===== src/rtl/pwrdn_pkg.sv =====
`timescale 1ns/1ps
package pwrdn_pkg;

    localparam int ADDR_W = 12;
    localparam int DATA_W = 8;

    localparam logic [ADDR_W-1:0] ADR_SWRST = 12'h000;
    localparam logic [ADDR_W-1:0] ADR_MODE  = 12'h207;
    localparam logic [ADDR_W-1:0] ADR_CHAN  = 12'h208;

    localparam logic [DATA_W-1:0] MODE_MASK = 8'hFD;
    localparam logic [DATA_W-1:0] CHAN_MASK = 8'hF0;

    // Decoded mode register (reserved bit 1 dropped)
    typedef struct packed {
        logic src;
        logic fast;
        logic glob;
        logic qch;
        logic ich;
        logic rx;
        logic tx;
    } mode_t;

    // Decoded channel register (upper nibble)
    typedef struct packed {
        logic tx_i;
        logic tx_q;
        logic rx_i;
        logic rx_q;
    } chan_t;

    // Modes in force after source selection
    typedef struct packed {
        logic fast;
        logic glob;
        logic qch;
        logic ich;
        logic rx;
        logic tx;
    } act_t;

    typedef struct packed {
        logic tx_i;
        logic tx_q;
        logic rx_i;
        logic rx_q;
        logic ref_on;
        logic rx_oclk;
        logic rx_clkpath;
    } en_t;

    function automatic mode_t decode_mode(logic [DATA_W-1:0] r);
        return mode_t'({r[7:2], r[0]});
    endfunction

    function automatic act_t arm_modes(mode_t m, logic pin);
        logic gate;
        act_t a;
        gate   = m.src | pin;
        a.fast = m.fast & gate;
        a.glob = m.glob & gate;
        a.qch  = m.qch  & gate;
        a.ich  = m.ich  & gate;
        a.rx   = m.rx   & gate;
        a.tx   = m.tx   & gate;
        return a;
    endfunction

endpackage


===== src/rtl/pwrdn_sync.sv =====
`timescale 1ns/1ps
module pwrdn_sync #(
    parameter int STAGES = 2
) (
    input  logic clk,
    input  logic rst,
    input  logic din,
    output logic dout
);
    logic [STAGES-1:0] stg;

    for (genvar k = 0; k < STAGES; k++) begin : g_stage
        if (k == 0) begin : g_first
            always_ff @(posedge clk) begin
                if (rst) stg[k] <= 1'b0;
                else     stg[k] <= din;
            end
        end else begin : g_next
            always_ff @(posedge clk) begin
                if (rst) stg[k] <= 1'b0;
                else     stg[k] <= stg[k-1];
            end
        end
    end

    assign dout = stg[STAGES-1];
endmodule


===== src/rtl/pwrdn_regs.sv =====
`timescale 1ns/1ps
module pwrdn_regs
    import pwrdn_pkg::*;
(
    input  logic              clk,
    input  logic              rst,
    input  logic [ADDR_W-1:0] addr,
    input  logic [DATA_W-1:0] wdata,
    input  logic              we,
    output logic [DATA_W-1:0] rdata,
    output logic [DATA_W-1:0] mode_r,
    output logic [DATA_W-1:0] chan_r
);
    logic sw_pulse;
    logic clr;

    assign clr = rst | sw_pulse;

    // Self-clearing reset: one-cycle pulse, cleared by itself
    always_ff @(posedge clk) begin
        if (clr) sw_pulse <= 1'b0;
        else     sw_pulse <= we && (addr == ADR_SWRST) && wdata[0];
    end

    always_ff @(posedge clk) begin
        if (clr) begin
            mode_r <= '0;
            chan_r <= '0;
        end else if (we) begin
            if (addr == ADR_MODE) mode_r <= wdata & MODE_MASK;
            if (addr == ADR_CHAN) chan_r <= wdata & CHAN_MASK;
        end
    end

    always_comb begin
        unique case (addr)
            ADR_MODE: rdata = mode_r;
            ADR_CHAN: rdata = chan_r;
            default:  rdata = '0;
        endcase
    end
endmodule


===== src/rtl/pwrdn_resolve.sv =====
`timescale 1ns/1ps
module pwrdn_resolve
    import pwrdn_pkg::*;
(
    input  logic [DATA_W-1:0] mode_r,
    input  logic [DATA_W-1:0] chan_r,
    input  logic              pin_s,
    output en_t               en
);
    mode_t m;
    chan_t c;
    act_t  a;
    logic  path_off;

    assign m = decode_mode(mode_r);
    assign c = chan_t'(chan_r[7:4]);
    assign a = arm_modes(m, pin_s);
    assign path_off = a.glob | a.fast;

    always_comb begin
        en.tx_i       = ~(path_off | a.tx | a.ich | c.tx_i);
        en.tx_q       = ~(path_off | a.tx | a.qch | c.tx_q);
        en.rx_i       = ~(path_off | a.rx | a.ich | c.rx_i);
        en.rx_q       = ~(path_off | a.rx | a.qch | c.rx_q);
        en.ref_on     = ~a.glob;
        en.rx_oclk    = ~a.glob;
        en.rx_clkpath = ~a.glob;
    end
endmodule


===== src/rtl/pwrdn_ctrl.sv =====
`timescale 1ns/1ps
module pwrdn_ctrl
    import pwrdn_pkg::*;
#(
    parameter int SYNC_STAGES = 2
) (
    input  logic              clk,
    input  logic              rst,
    input  logic [ADDR_W-1:0] reg_addr,
    input  logic [DATA_W-1:0] reg_wdata,
    input  logic              reg_we,
    output logic [DATA_W-1:0] reg_rdata,
    input  logic              pdn_pin,
    output logic              tx_i_en,
    output logic              tx_q_en,
    output logic              rx_i_en,
    output logic              rx_q_en,
    output logic              ref_en,
    output logic              rx_oclk_en,
    output logic              rx_clkpath_en
);
    logic [DATA_W-1:0] mode_q;
    logic [DATA_W-1:0] chan_q;
    logic              pin_s;
    en_t               en;

    pwrdn_sync #(.STAGES(SYNC_STAGES)) u_sync (
        .clk  (clk),
        .rst  (rst),
        .din  (pdn_pin),
        .dout (pin_s)
    );

    pwrdn_regs u_regs (
        .clk    (clk),
        .rst    (rst),
        .addr   (reg_addr),
        .wdata  (reg_wdata),
        .we     (reg_we),
        .rdata  (reg_rdata),
        .mode_r (mode_q),
        .chan_r (chan_q)
    );

    pwrdn_resolve u_res (
        .mode_r (mode_q),
        .chan_r (chan_q),
        .pin_s  (pin_s),
        .en     (en)
    );

    assign tx_i_en       = en.tx_i;
    assign tx_q_en       = en.tx_q;
    assign rx_i_en       = en.rx_i;
    assign rx_q_en       = en.rx_q;
    assign ref_en        = en.ref_on;
    assign rx_oclk_en    = en.rx_oclk;
    assign rx_clkpath_en = en.rx_clkpath;
endmodule


===== config.mk =====
export PLATFORM = sky130hd
export DESIGN_NAME = pwrdn_ctrl
export DESIGN_NICKNAME = d
export VERILOG_FILES = /design/src/rtl/pwrdn_pkg.sv /design/src/rtl/pwrdn_sync.sv /design/src/rtl/pwrdn_regs.sv /design/src/rtl/pwrdn_resolve.sv /design/src/rtl/pwrdn_ctrl.sv
export SDC_FILE = /design/constraint.sdc
export NUM_CORES = 1
export LEC_CHECK = 0
export BUFFER_PORTS_ARGS = -buffer_cell sky130_fd_sc_hd__buf_4
export CORE_MARGIN = 5
export CORE_UTILIZATION = 45
export CTS_CLUSTER_DIAMETER = 120
export DETAILED_ROUTE_END_ITERATION = 8
export GPL_ROUTABILITY_DRIVEN = 0
export PLACE_DENSITY_LB_ADDON = 0.05
export SETUP_SLACK_MARGIN = 0.15
export SYNTH_ARGS = -nofsm -noshare
export SYNTH_HDL_FRONTEND = slang
export SYNTH_SLANG_ARGS = --single-unit

===== constraint.sdc =====
create_clock -name clk -period 2.6 [get_ports clk]
set_clock_uncertainty 0.05 [all_clocks]
set_input_delay 0.52 -clock clk [delete_from_list [all_inputs] [get_ports clk]]
set_output_delay 0.52 -clock clk [all_outputs]
set_load 0.005 [all_outputs]

# Word level (Yosys, flattened, before mapping)
# Index checks and enable logic that the tools add are counted.
classes:
  div: 0
  n_shift: 0
  n_addsub: 0
  n_reduce_logical: 5
  n_mul: 0
  eq_ne: 2
  bitwise: 24
  order_cmp: 0
  n_mux: 1
op_table:
  columns: ["cell", "n"]
  rows:
  - ["12-bit by 10-bit == test with 1-bit output, second input constant", 2]
  - ["8-bit one-hot mux with 2 select lines", 1]
  - ["1-bit bitwise OR", 13]
  - ["12-bit zero test", 1]
  - ["1-bit bitwise AND", 6]
  - ["1-bit NOT", 5]
  - ["2-bit AND reduction", 2]
  - ["1-bit logical AND", 2]
totals:
  wordCells: 37
  romBits: 0
  ramBits: 0
  latch_bits: 0
  in_bits: 24
  regBits: 14
  mem_count: 0
  out_inout_bits: 15

# Logic depth before layout (Yosys ltp)
# Gate-level depths: netlist (run 1).
depth:
  depth_word: 7
  ltp_mapped: 4
  mapped_depth_nobuf: 3

# Modules after synthesis
# A second synthesis (run 1) with hierarchy kept.
hier_totals:
  hier_cells: 95
  area_unflattened_um2: 823.3
by_module_without_submodules:
  columns: ["mod", "instances", "cells_per_inst", "area_per_inst_um2"]
  rows:
  - ["pwrdn_regs", 1, 79, 695.7]
  - ["pwrdn_resolve", 1, 12, 75.1]
  - ["pwrdn_sync", 1, 4, 52.6]

# Least setup slack after synthesis (run 1)
# Ideal clock, no wire load.
synth_path:
  kind: "input -> output"
  start: "in reg_addr[7]"
  end: "out reg_rdata[0]"
  setup_slack_ns: 0.843
  path_buffers: 0
  stages: 3
  arrival_time_ns: 1.187
  required_ns: 2.030
  cell_sequence: "nor4_4 > and3_1 > and3_1"
synth_via:
  elab_chain_cells: 2
  word_cells_on_any_way: 3
  cone_classes: "eq/ne (2); mux (1)"
synth_lines:
  columns: ["item", "line_no", "rtl"]
  rows:
  - ["start, declared", "pwrdn_ctrl.sv:9", "input logic [ADDR_W-1:0] reg_addr,"]
  - ["12-bit by 10-bit == test with 1-bit output", "pwrdn_regs.sv:36", "unique case (addr)"]
  - ["8-bit one-hot mux with 2 select lines (*)", "pwrdn_regs.sv:36", null]
  - ["end, declared", "pwrdn_ctrl.sv:12", "output logic [DATA_W-1:0] reg_rdata,"]
# Every way passes the cells marked *; elsewhere a longest branch is shown, timed or not.

# Worst setup path after layout (run 1)
# Ends and elaborated chain as after synthesis.

==> results of run 1 <==
worst max-delay path, cell delays in order:
cell and delay (ns):
buf_4 0.12, nor4_4 0.33, and3_1 0.24, and3_1 0.17, buf_4 0.11
sequential cells by signal, summed over array words and instances, names as in the netlist:
register and count:
u_sync.dout 1, u_sync.stg 1, u_regs.sw_pulse 1, u_regs.chan_r 4, u_regs.mode_r 7
path summary, 6_finish.rpt:
path / start / endpoint / slack (ns) / depth (start not counted)
setup reg to reg: u_regs.sw_pulse / u_regs.chan_r[7] / 1.33 / 3
setup / recovery: reg_addr[7] / reg_rdata[0] / 0.55 / 5
hold reg to reg: u_sync.stg[0] / u_sync.dout / 0.40 / 1
hold / removal: rst / u_sync.dout / 0.38 / 2
report_power, final:
part / internal [uW] / total, uW / switching, uW / leakage, uW
Clock: 53.6 / 118 / 64.7 / 0.0000138
Combinational: 28.3 / 50.0 / 21.8 / 0.000322
Sequential: 216 / 216 / 0.325 / 0.000113
through the flow:
step / instance area, um2 / hold WS [ns] / utilization [%] / power, uW
floorplan: 792 / 0.364 / - / 238
CTS: 1060 / 0.380 / 62.2 / 388
detailed placement: 1040 / 0.385 / 60.9 / 271
global placement: 1040 / 0.379 / 60.9 / 270
finish: 1060 / 0.383 / 62.2 / 384
global route: 1060 / 0.382 / 62.2 / 406
synthesized netlist by cell type (all sizes together):
master,instances
and4,3
or4,4
nor3,1
nor2b,3
or2,1
nand4,1
nor4b,3
a22oi,4
nand2,20
and4b,1
conb,1
and3,4
a21oi,4
nor2,5
clkbuf,1
mux2i,11
buf,6
dfxtp,14
nor4,2
per-layer routing:
| metal | wire (um) | global-route usage (%) | up-vias |
|---|---|---|---|
| met5 | 0 | 0 | - |
| met4 | 28 | 6.55 | 0 |
| met3 | 202 | 3.72 | 5 |
| met2 | 897 | 27.0 | 28 |
| met1 | 862 | 17.9 | 359 |
| li1 | - | - | 380 |
logic make-up after synthesis:
group	after synthesis	synth area share (%)
AO/OA/AOI/OAI	8	6.32
buffers and inverters	7	6.79
flip-flops	14	35.4
multiplexers	11	13.9
other	1	0.473
AND/OR/NAND/NOR	48	37.1
layout make-up:
| type | instances | area [um2] |
|---|---|---|
| clock buffer | 3 | 22.5 |
| fill | 155 | 646 |
| multi-input combinational | 68 | 458 |
| sequential | 14 | 280 |
| tap | 25 | 31.3 |
| timing repair buffer | 36 | 270 |
==> metrics.log, run 1 <==
[metrics] final max-slew violation count: 0
[metrics] maximum number of pins on one net before global-route repair: 19
[metrics] most used cells in the layout excluding fill and tap cells: buf_4, nand2_1, dfxtp_1
[metrics] maximum clock insertion buffer count: 2
[metrics] maximum vdd drop: 285 uV
[metrics] final hold violation count: 0
[metrics] per-cell via count in the routed design: 5.29
[metrics] wire length per cell after detailed routing: 13.6 um
[metrics] pre-CTS WS: 0.534 ns
[metrics] worst hold path type: in -> reg
[metrics] number of I/O port buffers: 36
[metrics] antenna fix cells: 0
[metrics] maximum level of the CTS H-tree: 1
[metrics] vertical die dimension: 52.0 um
[metrics] number of cell rows: 15
[metrics] number of standard cells after synthesis: 89
[metrics] type of the setup path with the least slack: in -> out
[metrics] clock tree root driver cell: clkbuf_4
[metrics] critical path required time: 2.03 ns
[metrics] initial core utilization: 46.4%
[metrics] number of max-capacitance violations reported: 0
[metrics] placed wire-length estimate: 1540 um
[metrics] Die X: 52.0 um
[metrics] library cell occupying the most area in the post-synthesis netlist: dfxtp_1
[metrics] antenna violations before repair: 0
[metrics] Leak: 0.000449 uW
[metrics] setup repair bufs after CTS: 0
[metrics] post-synth top area share: 35.4%
[metrics] number of nets with antenna violations after routing: 0
[metrics] violation count after the first detailed-route iteration: 16
[metrics] DRT Wirelength: 1990 um
[metrics] Vias: 772
[metrics] DRC: 0
[metrics] top post-synthesis cells by area: dfxtp_1, mux2i_1, nand2_1
[metrics] number of warnings printed during yosys synthesis: 0
[metrics] most common cell after layout, fill and taps aside: buf_4
[metrics] clock transition time at the flip-flop clock pins of the worst setup and hold paths: 0.07 ns
[metrics] Core Box Area: 0.00171 mm2
[metrics] Final Worst Setup Slack: 0.547 ns
[metrics] fin crit share: 78.9%
[metrics] vias in the first global route: 731
[metrics] clock tree from TritonCTS: built
[metrics] total congestion overflow: 0
[metrics] final number of setup-violating endpoints: 0
[metrics] Post-layout nets: 147
[metrics] IO Count: 39
[metrics] post-layout instance count excluding filler cells: 146
[metrics] result of the run: finished, final reports clean
[metrics] area of the die: 0.00270 mm2
[metrics] count of different cell masters after synthesis: 25
[metrics] placed instance count: 143
[metrics] Worst-Margin Slew: 0.646 ns
[metrics] wire length of the first global-routing pass: 3170 um
[metrics] router iterations before antenna repair: 4
[metrics] mean area per synthesized cell: 8.90 um2
[metrics] total nets after synthesis: 113
[metrics] clock insertion delay at the later pin of the skew report: 0.27 ns
[metrics] netlist area before placement: 792 um2
[metrics] ratio of cells with drive above 1 in the final layout: 36.4%
[metrics] total global-route track usage: 15.6%
[metrics] portion of the post-synthesis area used by sequential elements: 35.4%
[metrics] final critical path time including I/O delays and setup: 2.05 ns
[metrics] endpoint kind of the worst setup timing path: output pin
[metrics] number of resized instances in the post-cts repair step: 0
[metrics] maximum frequency from static timing analysis: 0.487 GHz
[metrics] setup repair after global routing missed its margin: no
[metrics] number of buffers created by CTS: 3
[metrics] clock sink count: 14
[metrics] normalized max-slew margin: 56.9%
[metrics] pwr/cell area: 362 mW/mm2
[metrics] Total Negative Setup Slacks: 0 ns
[metrics] number of hold-repair buffers added at the cts stage: 0
[metrics] critical path launch point type: input port
[metrics] synth-to-layout area growth: 34.1%
[metrics] maximum fanout encountered on the critical timing path: 5
[metrics] Synth Register Bits: 14
[metrics] arrival time of the worst setup path: 1.48 ns
No activity file was read; power rests on OpenSTA's default activity.
==> run 2: changes to the inputs <==
ABC_AREA = 1   (was not set)
CORE_UTILIZATION = 43   (was 45)
clock period = 1.7 ns   (was 2.6 ns; I/O delays follow)
==> metrics.log, run 2 <==
[metrics] maximum fanout encountered on the critical timing path: 7 (+2)
[metrics] Leak: 0.000781 uW (+74%)
[metrics] final max-slew violation count: 0 (unchanged)
[metrics] number of cell rows: 17 (+2)
[metrics] antenna violations before repair: 0 (unchanged)
[metrics] ratio of cells with drive above 1 in the final layout: 46.5% (+10 points)
[metrics] maximum number of pins on one net before global-route repair: 15 (-4)
[metrics] total congestion overflow: 0 (unchanged)
[metrics] clock transition time at the flip-flop clock pins of the worst setup and hold paths: 0.09 ns (+0.02 ns)
[metrics] most common cell in the netlist: inv_1
[metrics] registers with the highest flip-flop counts: u_regs.mode_r x7, u_regs.chan_r x4
[metrics] post-layout instance area: 0.00153 mm2 (+44%)
[metrics] vertical die dimension: 57.6 um (+11%)
[metrics] initial core utilization: 44.5% (-1.8 points)
[metrics] share of flip-flops with an asynchronous set or reset: 0% (unchanged)
[metrics] count of different cell masters after synthesis: 22 (-12%)
[metrics] pre-CTS WS: -0.0164 ns (-0.550 ns)
[metrics] post-layout power: 711 uW (+85%)
[metrics] Final Worst Setup Slack: -0.000585 ns (-0.548 ns)
[metrics] worst hold path type: in -> reg
[metrics] most frequent cells after synthesis: inv_1, nand2_1, nor2_1
[metrics] Core Box Area: 0.00219 mm2 (+28%)
[metrics] DRC: 0 (unchanged)
[metrics] top post-synthesis cells by area: dfxtp_1, inv_1, nand2_1
[metrics] antenna fix cells: 0 (unchanged)
[metrics] endpoint kind of the worst setup timing path: output pin
[metrics] clock tree root driver cell: clkbuf_4
[metrics] Die X: 57.6 um (+11%)
[metrics] most common cell after layout, fill and taps aside: buf_4
[metrics] arrival time of the worst setup path: 1.31 ns (-0.17 ns)
[metrics] number of I/O port buffers: 36 (unchanged)
[metrics] total nets after synthesis: 176 (+56%)
[metrics] number of flip-flops under the largest register name: 7 (unchanged)
[metrics] final number of setup-violating endpoints: 1 (+1)
[metrics] post-layout instance count excluding filler cells: 228 (+56%)
[metrics] final hold violation count: 0 (unchanged)
[metrics] number of standard cells after synthesis: 152 (+71%)
[metrics] violation count after the first detailed-route iteration: 26 (+10)
[metrics] total global-route track usage: 15.7% (+0.13 points)
[metrics] router iterations before antenna repair: 6 (+2)
[metrics] wire length of the first global-routing pass: 4110 um (+30%)
[metrics] final critical path time including I/O delays and setup: 1.70 ns
[metrics] failing checks: setup timing
[metrics] most used cells in the layout excluding fill and tap cells: buf_4, inv_1, nand2_1
[metrics] synth-to-layout area growth: 56.8%
[metrics] clock tree from TritonCTS: built
[metrics] most flop-heavy register: u_regs.mode_r
[metrics] Synth Register Bits: 14 (unchanged)
[metrics] type of the setup path with the least slack: in -> out
[metrics] Post-layout nets: 225 (+53%)
[metrics] post-synth top area share: 28.7% (-6.7 points)
[metrics] netlist area before placement: 976 um2 (+23%)
[metrics] clock insertion delay at the later pin of the skew report: 0.28 ns (about the same)
[metrics] placed instance count: 212 (+48%)
[metrics] critical path required time: 1.31 ns (-0.72 ns)
[metrics] maximum clock insertion buffer count: 2 (unchanged)
[metrics] share of the core filled with cells: 69.8% (+7.6 points)
[metrics] wire length per cell after detailed routing: 11.7 um (-14%)
[metrics] number of buffers created by CTS: 3 (unchanged)
[metrics] IO Count: 39 (unchanged)
[metrics] prevailing post-synth register cell: dfxtp_1
[metrics] critical path launch point type: input port
[metrics] vias in the first global route: 1040 (+42%)
[metrics] number of warnings printed during yosys synthesis: 0 (unchanged)
[metrics] number of flops mapped to enable cells by yosys: 0 (unchanged)
[metrics] result of the run: finished with violations
[metrics] clock sink count: 14 (unchanged)
[metrics] pwr/cell area: 465 mW/mm2 (+28%)
[metrics] area of the die: 0.00332 mm2 (+23%)
[metrics] post-detailed-placement cell area: 0.00126 mm2 (+21%)
[metrics] maximum vdd drop: 466 uV (+64%)
[metrics] number of nets with antenna violations after routing: 0 (unchanged)
[metrics] maximum level of the CTS H-tree: 1 (unchanged)
[metrics] fin crit share: 100%
[metrics] library cell occupying the most area in the post-synthesis netlist: dfxtp_1
[metrics] DRT Wirelength: 2680 um (+35%)
[metrics] portion of the post-synthesis area used by sequential elements: 28.7% (-6.7 points)
[metrics] Vias: 1081 (+40%)
[metrics] mean area per synthesized cell: 6.42 um2 (-28%)
[metrics] maximum frequency from static timing analysis: 0.588 GHz
[metrics] setup repair after global routing missed its margin: yes
[metrics] placed wire-length estimate: 1900 um (+24%)
[metrics] per-cell via count in the routed design: 4.74 (-10%)
[metrics] number of max-capacitance violations reported: 0 (unchanged)
[run 2: layer usage]
layer,vias up,track usage (%),part of all wire (%)
li1,558,-,-
met3,7,3.34,5.8
met5,-,0,0
met4,0,6.62,1.6
met2,32,28.7,54
met1,484,17.3,38
[run 2: cell type report]
| cell class | count | area [um2] |
|---|---|---|
| multi-input cells | 93 | 606 |
| well taps | 28 | 35.0 |
| clock buffers | 4 | 36.3 |
| inverters | 40 | 155 |
| fillers | 189 | 661 |
| repair buffers | 49 | 413 |
| flip-flops and latches | 14 | 285 |
[run 2: worst max-delay path, cell delays in order]
cell and delay (ns):
buf_6 0.10, nor2_4 0.11, nand2_4 0.06, nor3_4 0.25, nand2_4 0.15, o21ai_2 0.17
buf_4 0.12
[run 2: metrics by stage]
| stage | TNS [ns] | hold WS, ns |
|---|---|---|
| floorplan | 0 | 0.338 |
| global placement | 0 | 0.343 |
| finish | -0.000585 | 0.162 |
| detailed placement | -0.0285 | 0.343 |
| global route | -0.626 | 0.144 |
| CTS | 0 | 0.156 |
[run 2: power breakdown]
group          internal [uW]  switching, uW  leakage [uW]  total [uW]
combinational           70.7           62.4      0.000645         133
sequential               329           1.45      0.000114         330
clock                    130            118     0.0000210         248
total                    530            181      0.000781         711
[run 2: cell families after synthesis]
kind of cell	after synthesis	synth area share (%)
AO/OA/AOI/OAI	7	5.38
buffers and inverters	46	19.5
flip-flops	14	28.7
other	1	0.384
AND/OR/NAND/NOR	84	46.0
[run 2: what timing repair did]
item | CTS | global route
pin swaps | 5 | 23
buffers inserted | 6 | 5
hold endpoints to repair | 0 | 0
cloned | 0 | 1
hold buffers | 0 | 0
gates resized for setup | 17 | 29
setup endpoints to repair | 11 | 25
[run 2: final timing paths]
| path | slack (ns) | endpoint | start | depth (start not counted) |
|---|---|---|---|---|
| setup / recovery | -0.0006 | reg_rdata[6] | reg_addr[5] | 7 |
| hold / removal | 0.16 | u_sync.dout | rst | 2 |
| setup reg to reg | 0.46 | u_regs.sw_pulse | u_regs.sw_pulse | 4 |
| hold reg to reg | 0.35 | u_sync.dout | u_sync.stg[0] | 2 |
